`src/rtl/dma_chan_pkg.sv`:
```
package dma_chan_pkg;
    typedef enum logic {
        SRC_HW = 1'b0,
        SRC_SW = 1'b1
    } trig_src_e;
endpackage

```
`src/rtl/dma_elem_cnt.sv`:
```
module dma_elem_cnt #(
    parameter int CNT_W = 8
) (
    input  logic             clk,
    input  logic             rst_n,
    input  logic             load,
    input  logic [CNT_W-1:0] load_val,
    input  logic             run,
    output logic             last
);
    localparam logic [CNT_W-1:0] ONE = CNT_W'(1);

    typedef struct packed {
        logic [CNT_W-1:0] cnt;
    } cnt_st_t;

    cnt_st_t st_d, st_q;

    always_comb begin
        st_d = st_q;
        if (load) begin
            st_d.cnt = load_val;
        end else if (run && st_q.cnt != '0) begin
            st_d.cnt = st_q.cnt - ONE;
        end
    end

    always_ff @(posedge clk or negedge rst_n) begin
        if (!rst_n) st_q <= '0;
        else        st_q <= st_d;
    end

    assign last = (st_q.cnt == ONE);
endmodule

```
`src/rtl/dma_hwen_reg.sv`:
```
module dma_hwen_reg (
    input  logic clk,
    input  logic rst_n,
    input  logic set_req,
    input  logic clr_req,
    input  logic auto_clr,
    output logic en
);
    typedef struct packed {
        logic en;
    } hwen_st_t;

    hwen_st_t st_d, st_q;

    always_comb begin
        st_d = st_q;
        if (set_req)              st_d.en = 1'b1;
        if (clr_req || auto_clr)  st_d.en = 1'b0;
    end

    always_ff @(posedge clk or negedge rst_n) begin
        if (!rst_n) st_q <= '0;
        else        st_q <= st_d;
    end

    assign en = st_q.en;
endmodule

```
`src/rtl/dma_chan_seq.sv`:
```
module dma_chan_seq
    import dma_chan_pkg::*;
(
    input  logic clk,
    input  logic rst_n,
    input  logic sw_req,
    input  logic hw_req,
    input  logic chan_dis,
    input  logic bus_err,
    input  logic hwen,
    input  logic hwen_clr,
    input  logic aim,
    input  logic last,
    output logic busy,
    output logic blk_done,
    output logic load,
    output logic auto_clr
);
    typedef struct packed {
        logic      busy;
        logic      done;
        logic      pend;
        logic      stop;
        trig_src_e src;
    } seq_st_t;

    seq_st_t st_d, st_q;

    logic abort;
    logic blk_end;
    logic stop_eff;
    logic restart_sw;
    logic serve_hw;

    always_comb begin
        abort      = st_q.busy && bus_err;
        blk_end    = st_q.busy && last && !bus_err;
        stop_eff   = st_q.stop || chan_dis;
        restart_sw = (st_q.src == SRC_SW) && aim && !stop_eff;
        serve_hw   = (st_q.pend || hw_req) && hwen && aim && !hwen_clr;

        st_d      = st_q;
        st_d.done = 1'b0;
        load      = 1'b0;

        if (abort) begin
            st_d.busy = 1'b0;
            st_d.pend = 1'b0;
            st_d.stop = 1'b0;
            st_d.src  = SRC_HW;
        end else if (st_q.busy) begin
            if (hw_req)   st_d.pend = 1'b1;
            if (chan_dis) st_d.stop = 1'b1;
            if (blk_end) begin
                st_d.done = 1'b1;
                st_d.pend = 1'b0;
                st_d.stop = 1'b0;
                if (restart_sw) begin
                    load     = 1'b1;
                    st_d.src = SRC_SW;
                end else if (serve_hw) begin
                    load     = 1'b1;
                    st_d.src = SRC_HW;
                end else begin
                    st_d.busy = 1'b0;
                    st_d.src  = SRC_HW;
                end
            end
        end else begin
            st_d.pend = 1'b0;
            st_d.stop = 1'b0;
            if (sw_req) begin
                load      = 1'b1;
                st_d.busy = 1'b1;
                st_d.src  = SRC_SW;
            end else if (hw_req && hwen) begin
                load      = 1'b1;
                st_d.busy = 1'b1;
                st_d.src  = SRC_HW;
            end
        end

        auto_clr = abort || (blk_end && !aim);
    end

    always_ff @(posedge clk or negedge rst_n) begin
        if (!rst_n) st_q <= '{busy: 1'b0, done: 1'b0, pend: 1'b0, stop: 1'b0, src: SRC_HW};
        else        st_q <= st_d;
    end

    assign busy     = st_q.busy;
    assign blk_done = st_q.done;
endmodule

```
`src/rtl/dma_chan_ctl.sv`:
```
module dma_chan_ctl #(
    parameter int CNT_W = 8
) (
    input  logic             clk,
    input  logic             rst_n,
    input  logic             pkt_wr,
    input  logic [CNT_W-1:0] pkt_cnt,
    input  logic             aim_wr,
    input  logic             aim_val,
    input  logic             hwen_set,
    input  logic             hwen_clr,
    input  logic             sw_req,
    input  logic             chan_dis,
    input  logic             hw_req,
    input  logic             bus_err,
    output logic             busy,
    output logic             blk_done,
    output logic             hwen
);
    localparam logic [CNT_W-1:0] MIN_CNT = CNT_W'(1);

    typedef struct packed {
        logic             aim;
        logic [CNT_W-1:0] pkt;
    } cfg_st_t;

    cfg_st_t cfg_d, cfg_q;

    logic             cnt_load;
    logic             cnt_last;
    logic             hwen_auto_clr;
    logic [CNT_W-1:0] load_val;

    always_comb begin
        cfg_d = cfg_q;
        if (aim_wr) cfg_d.aim = aim_val;
        if (pkt_wr) cfg_d.pkt = pkt_cnt;
        load_val = (cfg_q.pkt == '0) ? MIN_CNT : cfg_q.pkt;
    end

    always_ff @(posedge clk or negedge rst_n) begin
        if (!rst_n) cfg_q <= '0;
        else        cfg_q <= cfg_d;
    end

    dma_hwen_reg u_hwen (
        .clk      (clk),
        .rst_n    (rst_n),
        .set_req  (hwen_set),
        .clr_req  (hwen_clr),
        .auto_clr (hwen_auto_clr),
        .en       (hwen)
    );

    dma_elem_cnt #(.CNT_W(CNT_W)) u_cnt (
        .clk      (clk),
        .rst_n    (rst_n),
        .load     (cnt_load),
        .load_val (load_val),
        .run      (busy),
        .last     (cnt_last)
    );

    dma_chan_seq u_seq (
        .clk      (clk),
        .rst_n    (rst_n),
        .sw_req   (sw_req),
        .hw_req   (hw_req),
        .chan_dis (chan_dis),
        .bus_err  (bus_err),
        .hwen     (hwen),
        .hwen_clr (hwen_clr),
        .aim      (cfg_q.aim),
        .last     (cnt_last),
        .busy     (busy),
        .blk_done (blk_done),
        .load     (cnt_load),
        .auto_clr (hwen_auto_clr)
    );
endmodule

```
`config.mk`:
```
export PLATFORM = sky130hd
export DESIGN_NAME = dma_chan_ctl
export DESIGN_NICKNAME = d
export VERILOG_FILES = /design/src/rtl/dma_chan_pkg.sv /design/src/rtl/dma_elem_cnt.sv /design/src/rtl/dma_hwen_reg.sv /design/src/rtl/dma_chan_seq.sv /design/src/rtl/dma_chan_ctl.sv
export SDC_FILE = /design/constraint.sdc
export NUM_CORES = 1
export LEC_CHECK = 0
export ABC_CLOCK_PERIOD_IN_PS = 2400
export CORE_MARGIN = 3
export CORE_UTILIZATION = 54
export CTS_BUF_LIST = sky130_fd_sc_hd__clkbuf_2 sky130_fd_sc_hd__clkbuf_4 sky130_fd_sc_hd__clkbuf_8
export CTS_CLUSTER_DIAMETER = 80
export CTS_CLUSTER_SIZE = 25
export DETAILED_ROUTE_END_ITERATION = 16
export GPL_ROUTABILITY_DRIVEN = 1
export PLACE_DENSITY_LB_ADDON = 0.25
export SLEW_MARGIN = 20
export SYNTH_ARGS = -nofsm -noshare
export SYNTH_HDL_FRONTEND = slang
export SYNTH_SLANG_ARGS = --single-unit
export TNS_END_PERCENT = 20
```
`constraint.sdc`:
```
create_clock -name clk -period 2.4 [get_ports clk]
set_clock_uncertainty 0.15 [all_clocks]
set_input_delay 0.6 -clock clk [delete_from_list [all_inputs] [get_ports clk]]
set_output_delay 0.6 -clock clk [all_outputs]
set_load 0.05 [all_outputs]
```
* Word level (Yosys, flattened, before mapping)
Cells that the tools add are included.
** Cells by class
- Div/mod/pow operators :: 0
- Multipliers :: 0
- Multiplexer cells :: 24
- Reductions and logical operators :: 25
- Add/sub/neg operators :: 1
- Equality and inequality tests :: 4
- Bitwise operators :: 0
- Shift-type cells :: 0
- Magnitude comparators :: 0
** Operators by type and width (number)
- $mux 8 :: 3
- $mux 1 :: 18
- $logic_and 1x1->1 :: 11
- $eq 8x1->1 const B :: 1
- $logic_not 8->1 :: 1
- $ne 4x4->1 const B :: 2
- $reduce_bool 8->1 :: 1
- $sub 8x1->8 const B :: 1
- $mux 3 :: 2
- $mux 5 :: 1
- $logic_not 1->1 :: 4
- $logic_or 1x1->1 :: 4
- $reduce_bool 2->1 :: 2
- $reduce_bool 4->1 :: 1
- $ne 3x3->1 const B :: 1
- $reduce_and 2->1 :: 1
** Word-level totals
- Bits in read-only memories :: 0
- Bits in registers :: 23
- Memories kept :: 0
- Word-level logic and storage cells :: 63
- Latch bits :: 0
- Bits in writable memories :: 0

* Logic depth before layout (Yosys ltp)
Gate-level depths: netlist of the first run.
- Depth after elaboration :: 10
- Depth in mapped cells :: 6

* Modules after synthesis
A second synthesis of the first run with hierarchy kept.
** Unflattened totals
- Cells, all modules :: 126
- Area, all modules :: 1327.5 um2
** By module, submodules not included
- dma_elem_cnt :: cells an instance 64, area each 574.3 um2, instances 1
- dma_chan_ctl :: cells an instance 29, area each 412.9 um2, instances 1
- dma_chan_seq :: cells an instance 30, area each 301.5 um2, instances 1
- dma_hwen_reg :: cells an instance 3, area each 38.8 um2, instances 1

* Worst setup path after synthesis of the first run
OpenSTA, ideal clock, no wires.
- Kind :: register -> register
- Start :: register u_seq.st_q (netlist bit u_seq.busy)
- End :: register u_cnt.st_q[5] (netlist bit)
- Buffers on the path :: 1
- Clock period less this slack :: 2.154 ns
- Cell stages (with the launch flop) :: 6
- Data arrival time :: 1.880 ns
- Setup slack :: 0.246 ns
- Cells stage by stage :: dfrtp_1 buf_6 or3b_4 a2111oi_2 xor2_1 mux2_2
** On the way
- Cells in the longest elaborated chain, start to end :: 6
- Elaborated cells on any way between the ends :: 9
- Classes of those cells :: mux: 4; reduce/logical: 5
** RTL lines
- from (decl) :: RTL line dma_chan_seq.sv:27 : seq_st_t st_d, st_q;
- from (signal assigned) :: RTL line dma_chan_seq.sv:87 : if (!rst_n) st_q <= '{busy: 1'b0, done: 1'b0, pend: 1'b0, stop: 1'b0, src: SRC_HW};
- from (signal assigned) :: RTL line dma_chan_seq.sv:88 : else st_q <= st_d;
- $logic_and 1x1->1 (2 in series) :: RTL line dma_chan_seq.sv:37 : blk_end = st_q.busy && last && !bus_err;
- $mux 1 :: RTL line dma_chan_seq.sv:54 : if (blk_end) begin
- $mux 1 :: RTL line dma_chan_seq.sv:51 : end else if (st_q.busy) begin
- $mux 1 :: RTL line dma_chan_seq.sv:46 : if (abort) begin
- $mux 8 / $reduce_bool 2->1 (equally long branches)
- to (signal assigned) :: RTL line dma_elem_cnt.sv:30 : else st_q <= st_d;
- to (decl) :: RTL line dma_elem_cnt.sv:17 : cnt_st_t st_d, st_q;
Parallel ways exist; a longest one is shown, timed or not.
A chain may end at the register's enable or synchronous reset.

* Worst setup path in the final report of the first run
- Start :: register u_hwen.st_q (netlist: u_hwen.en)
- End :: output port hwen
** RTL lines
- from (decl) :: RTL line dma_hwen_reg.sv:13 : hwen_st_t st_d, st_q;
- from (signal assigned) :: RTL line dma_hwen_reg.sv:23 : else st_q <= st_d;
- to (decl) :: RTL line dma_chan_ctl.sv:18 : output logic hwen
No word-level cell between the ends.

==> results.md, run 1 <==
* CP top delay family: buffers and inverters
* Worst Setup End Kind: output pin
* Sink Count at 23
* Cell depth of the worst min-delay path at 2
* WP data required at 1650 ps
* Clk root buf: clkbuf_4
* First-pass GRT wire length at 4170 µm
* Initial DRC count at 10
* Tcrit/Tclk final at 97.0%
* Yosys top cell area share at 46.6%
* Num ports at 22
* Slew headroom at 67.0%
* H-tree Lvls at 1
* Commonest non-fill, non-tap cell in the layout: dfrtp_1
* Worst Hold Slack at 357 ps
* Nets at 159
* Max VDD drop at 579 µV
* CTS max path bufs at 2
* Hold Path Class: flip-flop to flip-flop
* Die span in y at 53.8 µm
* Async S/R FF share, synth at 100%
* Synthesized area per cell at 11.8 µm²
* Antenna-violating nets left at 0
* Distinct cell type count of the synthesized netlist at 40
* Via Count at 954
* Critical path buffers and inverters at 1
* Unrepaired setup endpoints after global routing: false
* Core area at 2060 µm²
* Post-CTS Setup Bufs at 0
* Final Critical Period at 2330 ps
* Die W at 53.8 µm
* Critical-path cell list: clkdlybuf4s50_1
* Max_cap viols at 0
* Startpoint Class: flip-flop
* Crit path largest cell delay at 830 ps
* Total grt overflow at 0
* Worst path slowest cell: clkdlybuf4s50_1
* FF-to-FF path depth at 6
* Yosys warns at 0
* Share of cells above drive strength 1 at 25.5%
* Diodes inserted at 0
* Clock Pin Slew Worst Setup and Hold Paths at 120 ps
* Fmax at 429 MHz
* Most frequent cells in the layout: dfrtp_1, clkdlybuf4s50_1, nor2_1, mux2_2, buf_4
* Worst slew pin tran at 494 ps
* CTS Buf Count at 3
* GRT Util Overall at 20.6%
* Hold_buf cts at 0
* Worst skew pair latency at 310 ps
* Vias in the first global route at 940
* Worst EP arrival at 1580 ps
* Setup violators final at 0
* Initial antenna violation count at 0
* Sequential share of the synthesized area at 46.6%
* Mapped Area at 1230 µm²
* Wirelength per Cell at 15.1 µm
* Stages on worst setup path at 1
* Area growth, synth to finish at 27.3%
* Ranking of synthesized cells by area: dfrtp_1, mux2_2, mux2_1, nor2_1, a2111oi_4
* Syn Nets at 126
* Leak at 0.673 nW
* CTS tree: done
* Crit path max fanout at 5
* Ys flop type: dfrtp_1
* Rows at 16
* Post-route DRC at 0
* Largest net degree at the start of global routing at 24
* Post-DP HPWL at 1940 µm
* RePlAce Congestion at 0.838
* Synth Instances at 105
* Vias per cell at 5.82
* Power density cells at 849 nW/µm²
* Max Transition Viols Final at 0
* Die area at 2900 µm²
* Port Buffers at 21
* Overall Power at 1.33 mW
* Routed wire length at 2470 µm
* Pre-antenna DRT Iters at 5
* Final Hold Fails at 0
* Crit Path Class: flip-flop to output pin
* Number of synthesized register bits at 23
* Post-CTS resize count at 0
* Area leader, netlist: dfrtp_1
* Result of the run: complete, no violations
* Initial Utilization at 59.9%
* Number of synthesized flops with an enable pin at 0
cells in the mapped netlist, drive strengths merged (2+ instances only):
library cell	number
dfrtp	23
or3	2
mux2	15
o21ai	4
a211oi	3
a21oi	3
nor2	12
ha	2
xnor2	2
a2111oi	3
inv	6
nand2b	3
mux2i	2
nand2	5
nor4	2
sequential cells by signal, summed over array words and instances (netlist names):
signal and count:
u_seq.blk_done 1, u_hwen.en 1, cfg_q 9, u_seq.busy 1, u_cnt.st_q 8, u_seq.st_q 3
layer usage:
metal | up-vias | track usage (%) | part of all wire, %
li1 | 449 | - | -
met1 | 466 | 23.9 | 43
met2 | 32 | 36.1 | 49
met3 | 7 | 5.26 | 6.4
met4 | 0 | 7.66 | 2.0
met5 | - | 0 | 0
path summary, 6_finish.rpt:
kind | from | to | slack [ps]
max | u_hwen.en$_DFFE_PN0P_ | hwen | 70
min reg2reg | u_seq.st_q[2]$_DFFE_PN0P_ | u_seq.st_q[2]$_DFFE_PN0P_ | 360
max in group asynchronous | rst_n | u_seq.st_q[1]$_DFFE_PN0P_ | 1400
min in group asynchronous | rst_n | u_cnt.st_q[6]$_DFFE_PN0P_ | 470
min | u_seq.st_q[2]$_DFFE_PN0P_ | u_seq.st_q[2]$_DFFE_PN0P_ | 360
max reg2reg | u_cnt.st_q[0]$_DFFE_PN0P_ | u_cnt.st_q[4]$_DFFE_PN0P_ | 340
power by group:
| group | switching [mW] | internal, mW |
|---|---|---|
| sequential | 0.112 | 0.482 |
| combinational | 0.270 | 0.279 |
| clock | 0.114 | 0.0763 |
| total | 0.497 | 0.838 |
metrics by stage:
| step | setup TNS, ps | util [%] | setup WS (ps) | instances | instance area, µm² |
|---|---|---|---|---|---|
| 2_1_floorplan | 0 | - | 246 | 105 | 1230 |
| 3_3_place_gp | 0 | 74.8 | 15.6 | 160 | 1540 |
| 3_5_place_dp | -102 | 74.8 | -27.1 | 160 | 1540 |
| 4_1_cts | 0 | 76.2 | 64.5 | 164 | 1570 |
| 5_1_grt | 0 | 76.2 | 11.6 | 164 | 1570 |
| 6_report | 0 | 76.2 | 71.6 | 164 | 1570 |
cell families (layout without fill, tap and decap cells):
family | count (synthesis) | after routing | share of synthesized area (%)
compound gates | 20 | 20 | 14.9
xor+xnor | 3 | 3 | 2.13
fa+ha+maj | 2 | 2 | 2.03
buf+inv | 8 | 40 | 3.04
flops | 23 | 23 | 46.6
mux | 17 | 17 | 15.6
simple gates | 32 | 32 | 15.7
cell type report:
type | count | area [µm²]
clock buffers | 4 | 30.0
repair buffers | 30 | 288
well taps | 27 | 33.8
multi-input cells | 74 | 622
fillers | 148 | 490
inverters | 6 | 22.5
flip-flops and latches | 23 | 576
Note: power is estimated with default switching activity, not from simulation.
==> run 2, diff against run 1 <==
--- a/config.mk
+++ b/config.mk
@@ -5,9 +5,9 @@
 export SDC_FILE = /design/constraint.sdc
 export NUM_CORES = 1
 export LEC_CHECK = 0
-export ABC_CLOCK_PERIOD_IN_PS = 2400
-export CORE_MARGIN = 3
-export CORE_UTILIZATION = 54
+export ABC_CLOCK_PERIOD_IN_PS = 2050
+export CORE_MARGIN = 4
+export CORE_UTILIZATION = 48
 export CTS_BUF_LIST = sky130_fd_sc_hd__clkbuf_2 sky130_fd_sc_hd__clkbuf_4 sky130_fd_sc_hd__clkbuf_8
 export CTS_CLUSTER_DIAMETER = 80
 export CTS_CLUSTER_SIZE = 25
==> constraint.sdc (replaced) <==
create_clock -name clk -period 2.05 [get_ports clk]
set_clock_uncertainty 0.15 [all_clocks]
set_input_delay 0.5125 -clock clk [delete_from_list [all_inputs] [get_ports clk]]
set_output_delay 0.5125 -clock clk [all_outputs]
set_load 0.05 [all_outputs]
==> results.md, run 2 (synthesized netlist as in run 1, its figures left out) <==
* Worst Setup End Kind: flip-flop
* Biggest regs: cfg_q x9, u_cnt.st_q x8, u_seq.st_q x3
* Crit Path Class: input port to flip-flop
* RePlAce Congestion at 0.835
* Die span in y at 58.7 µm
* Post-CTS resize count at 0
* Max VDD drop at 591 µV
* Area occupied by multi-input gates at 642 µm²
* Post-CTS Setup Bufs at 0
* Most frequent cells in the layout: dfrtp_1, clkdlybuf4s50_1, buf_4, nor2_1, mux2_2
* Vias per cell at 5.60
* Worst skew pair latency at 310 ps
* Clock Pin Slew Worst Setup and Hold Paths at 120 ps
* Nets at 161
* Overall Power at 1.58 mW
* Antenna-violating nets left at 0
* Tcrit/Tclk final at 98.8%
* CTS tree: done
* Leak at 0.687 nW
* Routed wire length at 2490 µm
* Post-DP HPWL at 1950 µm
* H-tree Lvls at 1
* Startpoint Class: input port
* Worst EP arrival at 2080 ps
* Commonest non-fill, non-tap cell in the layout: dfrtp_1
* Diodes inserted at 0
* Power density cells at 992 nW/µm²
* WP data required at 2110 ps
* Area growth, synth to finish at 29.1%
* Total grt overflow at 0
* Slew headroom at 78.1%
* Pre-antenna DRT Iters at 6
* Number of flip-flops in the largest register at 9
* CTS max path bufs at 2
* Fillers at 201
* Result of the run: complete, no violations
* Via Count at 946
* Initial antenna violation count at 0
* Max_cap viols at 0
* Clk root buf: clkbuf_4
* Fmax at 494 MHz
* Num ports at 22
* Crit path largest cell delay at 470 ps
* Core area at 2450 µm²
* Finished Core Util at 64.9%
* First-pass GRT wire length at 4250 µm
* CTS Buf Count at 3
* Final Hold Fails at 0
* Biggest register: cfg_q
* Worst path slowest cell: clkdlybuf4s50_1
* Initial Utilization at 50.3%
* Vias in the first global route at 1,020
* Crit path max fanout at 8
* GRT Util Overall at 16.0%
* Sequential Area at 577 µm²
* Initial DRC count at 33
* Max Transition Viols Final at 0
* Critical path buffers and inverters at 2
* Rows at 18
* Port Buffers at 21
* Critical-path cell list: clkdlybuf4s50_1, nor2_1, o31ai_1, buf_4, a31oi_4, mux2_2
* Placed insts at 165
* Final Non-Filler Cells at 169
* Setup violators final at 0
* Hold Path Class: flip-flop to flip-flop
* Wirelength per Cell at 14.8 µm
* Largest net degree at the start of global routing at 24
* Share of cells above drive strength 1 at 30.2%
* Hold_buf cts at 0
* CP top delay family: buffers and inverters
* Die area at 3450 µm²
* Final Critical Period at 2020 ps
* Post-route DRC at 0
* Die W at 58.7 µm
* Worst slew pin tran at 320 ps
* Sink Count at 23
[run 2: power by group]
group          internal [mW]  switching, mW  leakage (nW)
combinational          0.346          0.311         0.391
sequential             0.565          0.140         0.278
clock                 0.0892          0.130        0.0184
[run 2: stage by stage]
| stage | hold slack, ps | setup slack (ps) | instance area [µm²] | setup TNS (ps) |
|---|---|---|---|---|
| 3_5_place_dp | 354 | -302 | 1540 | -2200 |
| 3_3_place_gp | 346 | -254 | 1540 | -1760 |
| 4_1_cts | 383 | 34.5 | 1570 | 0 |
| 2_1_floorplan | 66.9 | 35.0 | 1240 | 0 |
| 5_1_grt | 408 | -27.0 | 1590 | -98.8 |
| 6_report | 372 | 25.4 | 1590 | 0 |
[run 2: final timing paths]
check,startpoint,endpoint,slack [ps],cells past startpoint
max,hw_req,u_cnt.st_q[5]$_DFFE_PN0P_,30,6
min,cfg_q[0]$_DFFE_PN0P_,cfg_q[0]$_DFFE_PN0P_,370,1
max in group asynchronous,rst_n,u_seq.busy$_DFF_PN0_,1120,2
max reg2reg,u_cnt.st_q[0]$_DFFE_PN0P_,u_cnt.st_q[4]$_DFFE_PN0P_,160,6
min reg2reg,cfg_q[0]$_DFFE_PN0P_,cfg_q[0]$_DFFE_PN0P_,370,1
min in group asynchronous,rst_n,u_hwen.en$_DFFE_PN0P_,390,2
[run 2: layer usage]
layer	track usage (%)	part of all wire, %
met1	16.7	38
met2	30.3	54
met3	2.41	5.7
met4	8.09	1.7
met5	0	0
[run 2: layout make-up]
type / count / area share, %
Clock buffer: 4 / 1.88
Sequential cell: 23 / 36.2
Timing Repair Buffer: 32 / 17.9
Multi-Input combinational cell: 74 / 40.3
Inverter: 6 / 1.41
Tap cell: 30 / 2.35
==> run 3, diff against run 2 <==
--- a/config.mk
+++ b/config.mk
@@ -13,7 +13,7 @@
 export CTS_CLUSTER_SIZE = 25
 export DETAILED_ROUTE_END_ITERATION = 16
 export GPL_ROUTABILITY_DRIVEN = 1
-export PLACE_DENSITY_LB_ADDON = 0.25
+export PLACE_DENSITY_LB_ADDON = 0.05
 export SLEW_MARGIN = 20
 export SYNTH_ARGS = -nofsm -noshare
 export SYNTH_HDL_FRONTEND = slang
==> results.md, run 3 (synthesized netlist as in run 1, its figures left out) <==
* Total grt overflow at 0
* Number of flip-flops in the largest register at 9
* Worst skew pair latency at 320 ps
* Final Critical Period at 1970 ps
* Initial Utilization at 50.3%
* FF-to-FF setup slack at 170 ps
* Die area at 3450 µm²
* Sink Count at 23
* Post-DP HPWL at 1880 µm
* CTS tree: done
* CP top delay family: compound AO/OA/AOI/OAI gates
* Worst Setup SP: sw_req
* Clock Pin Slew Worst Setup and Hold Paths at 140 ps
* Port Buffers at 21
* Post-route DRC at 0
* Wirelength per Cell at 13.8 µm
* Overall Power at 1.56 mW
* Max Transition Viols Final at 0
* NetSw at 0.586 mW
* Biggest register: cfg_q
* Pre-antenna DRT Iters at 4
* Unrepaired setup endpoints after global routing: false
* Tcrit/Tclk final at 96.2%
* Setup violators final at 0
* Core area at 2450 µm²
* Commonest non-fill, non-tap cell in the layout: dfrtp_1
* Leak at 0.696 nW
* Worst Setup EP: u_cnt.st_q[5]$_DFFE_PN0P_
* Biggest regs: cfg_q x9, u_cnt.st_q x8, u_seq.st_q x3
* Power density cells at 970 nW/µm²
* Vias per cell at 5.29
* Worst setup margin at 77.9 ps
* Nets at 162
* Startpoint Class: input port
* DP Worst Slack at -387 ps
* Hold_buf cts at 0
* Critical-path cell list: clkdlybuf4s50_1, a211oi_4, nor2_2, a31oi_4, mux2_2
* Crit path largest cell delay at 460 ps
* Initial antenna violation count at 0
* First-pass GRT wire length at 4140 µm
* Worst Hold Slack at 371 ps
* Sw frac at 37.6%
* Diodes inserted at 0
* Most frequent cells in the layout: dfrtp_1, clkdlybuf4s50_1, buf_4, nor2_1, mux2_2
* Max_cap viols at 0
* Worst slew pin tran at 382 ps
* Final instance area at 1610 µm²
* Slew headroom at 73.9%
* Crit Path Class: input port to flip-flop
* Crit path max fanout at 8
* Stages on worst setup path at 5
* Fmax at 507 MHz
* Antenna-violating nets left at 0
* Die span in y at 58.7 µm
* Worst EP arrival at 2050 ps
* Clk root buf: clkbuf_4
* Critical path buffers and inverters at 1
* Reg-to-reg endpoint: u_cnt.st_q[7]$_DFFE_PN0P_
* Rows at 18
* Pint at 0.973 mW
* Clock power share at 14.0%
* CTS max path bufs at 2
* Worst R2R Start: u_cnt.st_q[4]$_DFFE_PN0P_
* WP data required at 2120 ps
* Share of cells above drive strength 1 at 30.7%
* Initial DRC count at 22
* CTS Buf Count at 3
* Final Hold Fails at 0
* Largest net degree at the start of global routing at 24
* Max VDD drop at 633 µV
* Worst Setup End Kind: flip-flop
* GRT Util Overall at 15.9%
* Setup tns final at 0 ps
* Via Count at 899
* Routed wire length at 2340 µm
* Placed instance area at 1540 µm²
* Sequential power share at 44.9%
* Die W at 58.7 µm
* Num ports at 22
* Worst path slowest cell: clkdlybuf4s50_1
* Area growth, synth to finish at 30.2%
* Gate power share at 41.1%
* H-tree Lvls at 1
* Vias in the first global route at 927
* Result of the run: complete, no violations
* FF-to-FF path depth at 4
* RePlAce Congestion at 0.862
* Hold Path Class: input port to async pin
[run 3: cell count changes in the layout (fill, tap and decap cells not counted)]
cell,delta
a211oi_2,-1
a211oi_4,+1
buf_4,+1
clkbuf_4,-1
clkdlybuf4s50_1,-1
clkinv_2,+1
dlymetal6s2s_1,+1
mux2_1,+1
mux2_4,-1
nor2_1,-1
nor2_2,+1
[run 3: area by class of cell]
| type | instances | area [µm²] |
|---|---|---|
| clock buffer | 3 | 22.5 |
| clock inverter | 1 | 5.00 |
| fill | 205 | 847 |
| inverter | 6 | 22.5 |
| multi-input combinational | 74 | 648 |
| sequential | 23 | 577 |
| tap | 30 | 37.5 |
| timing repair buffer | 33 | 295 |
[run 3: worst min path at each step]
| stage | from | end | slack [ps] | cells past startpoint |
|---|---|---|---|---|
| after floorplan | rst_n | cfg_q[0]$_DFFE_PN0P_ | 70 | 0 |
| after global placement | u_seq.st_q[1]$_DFFE_PN0P_ | u_seq.st_q[1]$_DFFE_PN0P_ | 340 | 2 |
| after detailed placement | cfg_q[0]$_DFFE_PN0P_ | cfg_q[0]$_DFFE_PN0P_ | 360 | 1 |
| after CTS | rst_n | cfg_q[5]$_DFFE_PN0P_ | 370 | 2 |
| after global routing | rst_n | cfg_q[2]$_DFFE_PN0P_ | 390 | 2 |
| final | rst_n | cfg_q[4]$_DFFE_PN0P_ | 370 | 2 |
[run 3: timing repair]
item,4_1_cts,5_1_grt
buffers inserted,1,1
endpoints found under the hold margin,0,0
endpoints found under the setup margin,6,7
pin swaps,2,2
resized for setup,0,4
[run 3: per-layer routing]
| layer | vias to the layer above | GRT usage (%) | share of wire, % |
|---|---|---|---|
| met5 | - | 0 | 0 |
| met4 | 0 | 7.77 | 2.2 |
| met3 | 5 | 2.19 | 3.3 |
| met2 | 13 | 24.3 | 45 |
| li1 | 454 | - | - |
| met1 | 427 | 22.2 | 49 |
[run 3: through the flow]
stage | util, % | instances
after floorplan | - | 105
after global routing | 65.5 | 170
after detailed placement | 62.6 | 164
after CTS | 64.0 | 169
after global placement | 62.6 | 164
final | 65.5 | 170
[run 3: power by group through the flow]
stage,combinational [mW],clock (mW),sequential [mW]
2_1_floorplan,0.451,0,0.693
4_1_cts,0.638,0.224,0.698
6_report,0.641,0.218,0.701
3_5_place_dp,0.632,0,0.705
5_1_grt,0.710,0.239,0.721
3_3_place_gp,0.612,0,0.702
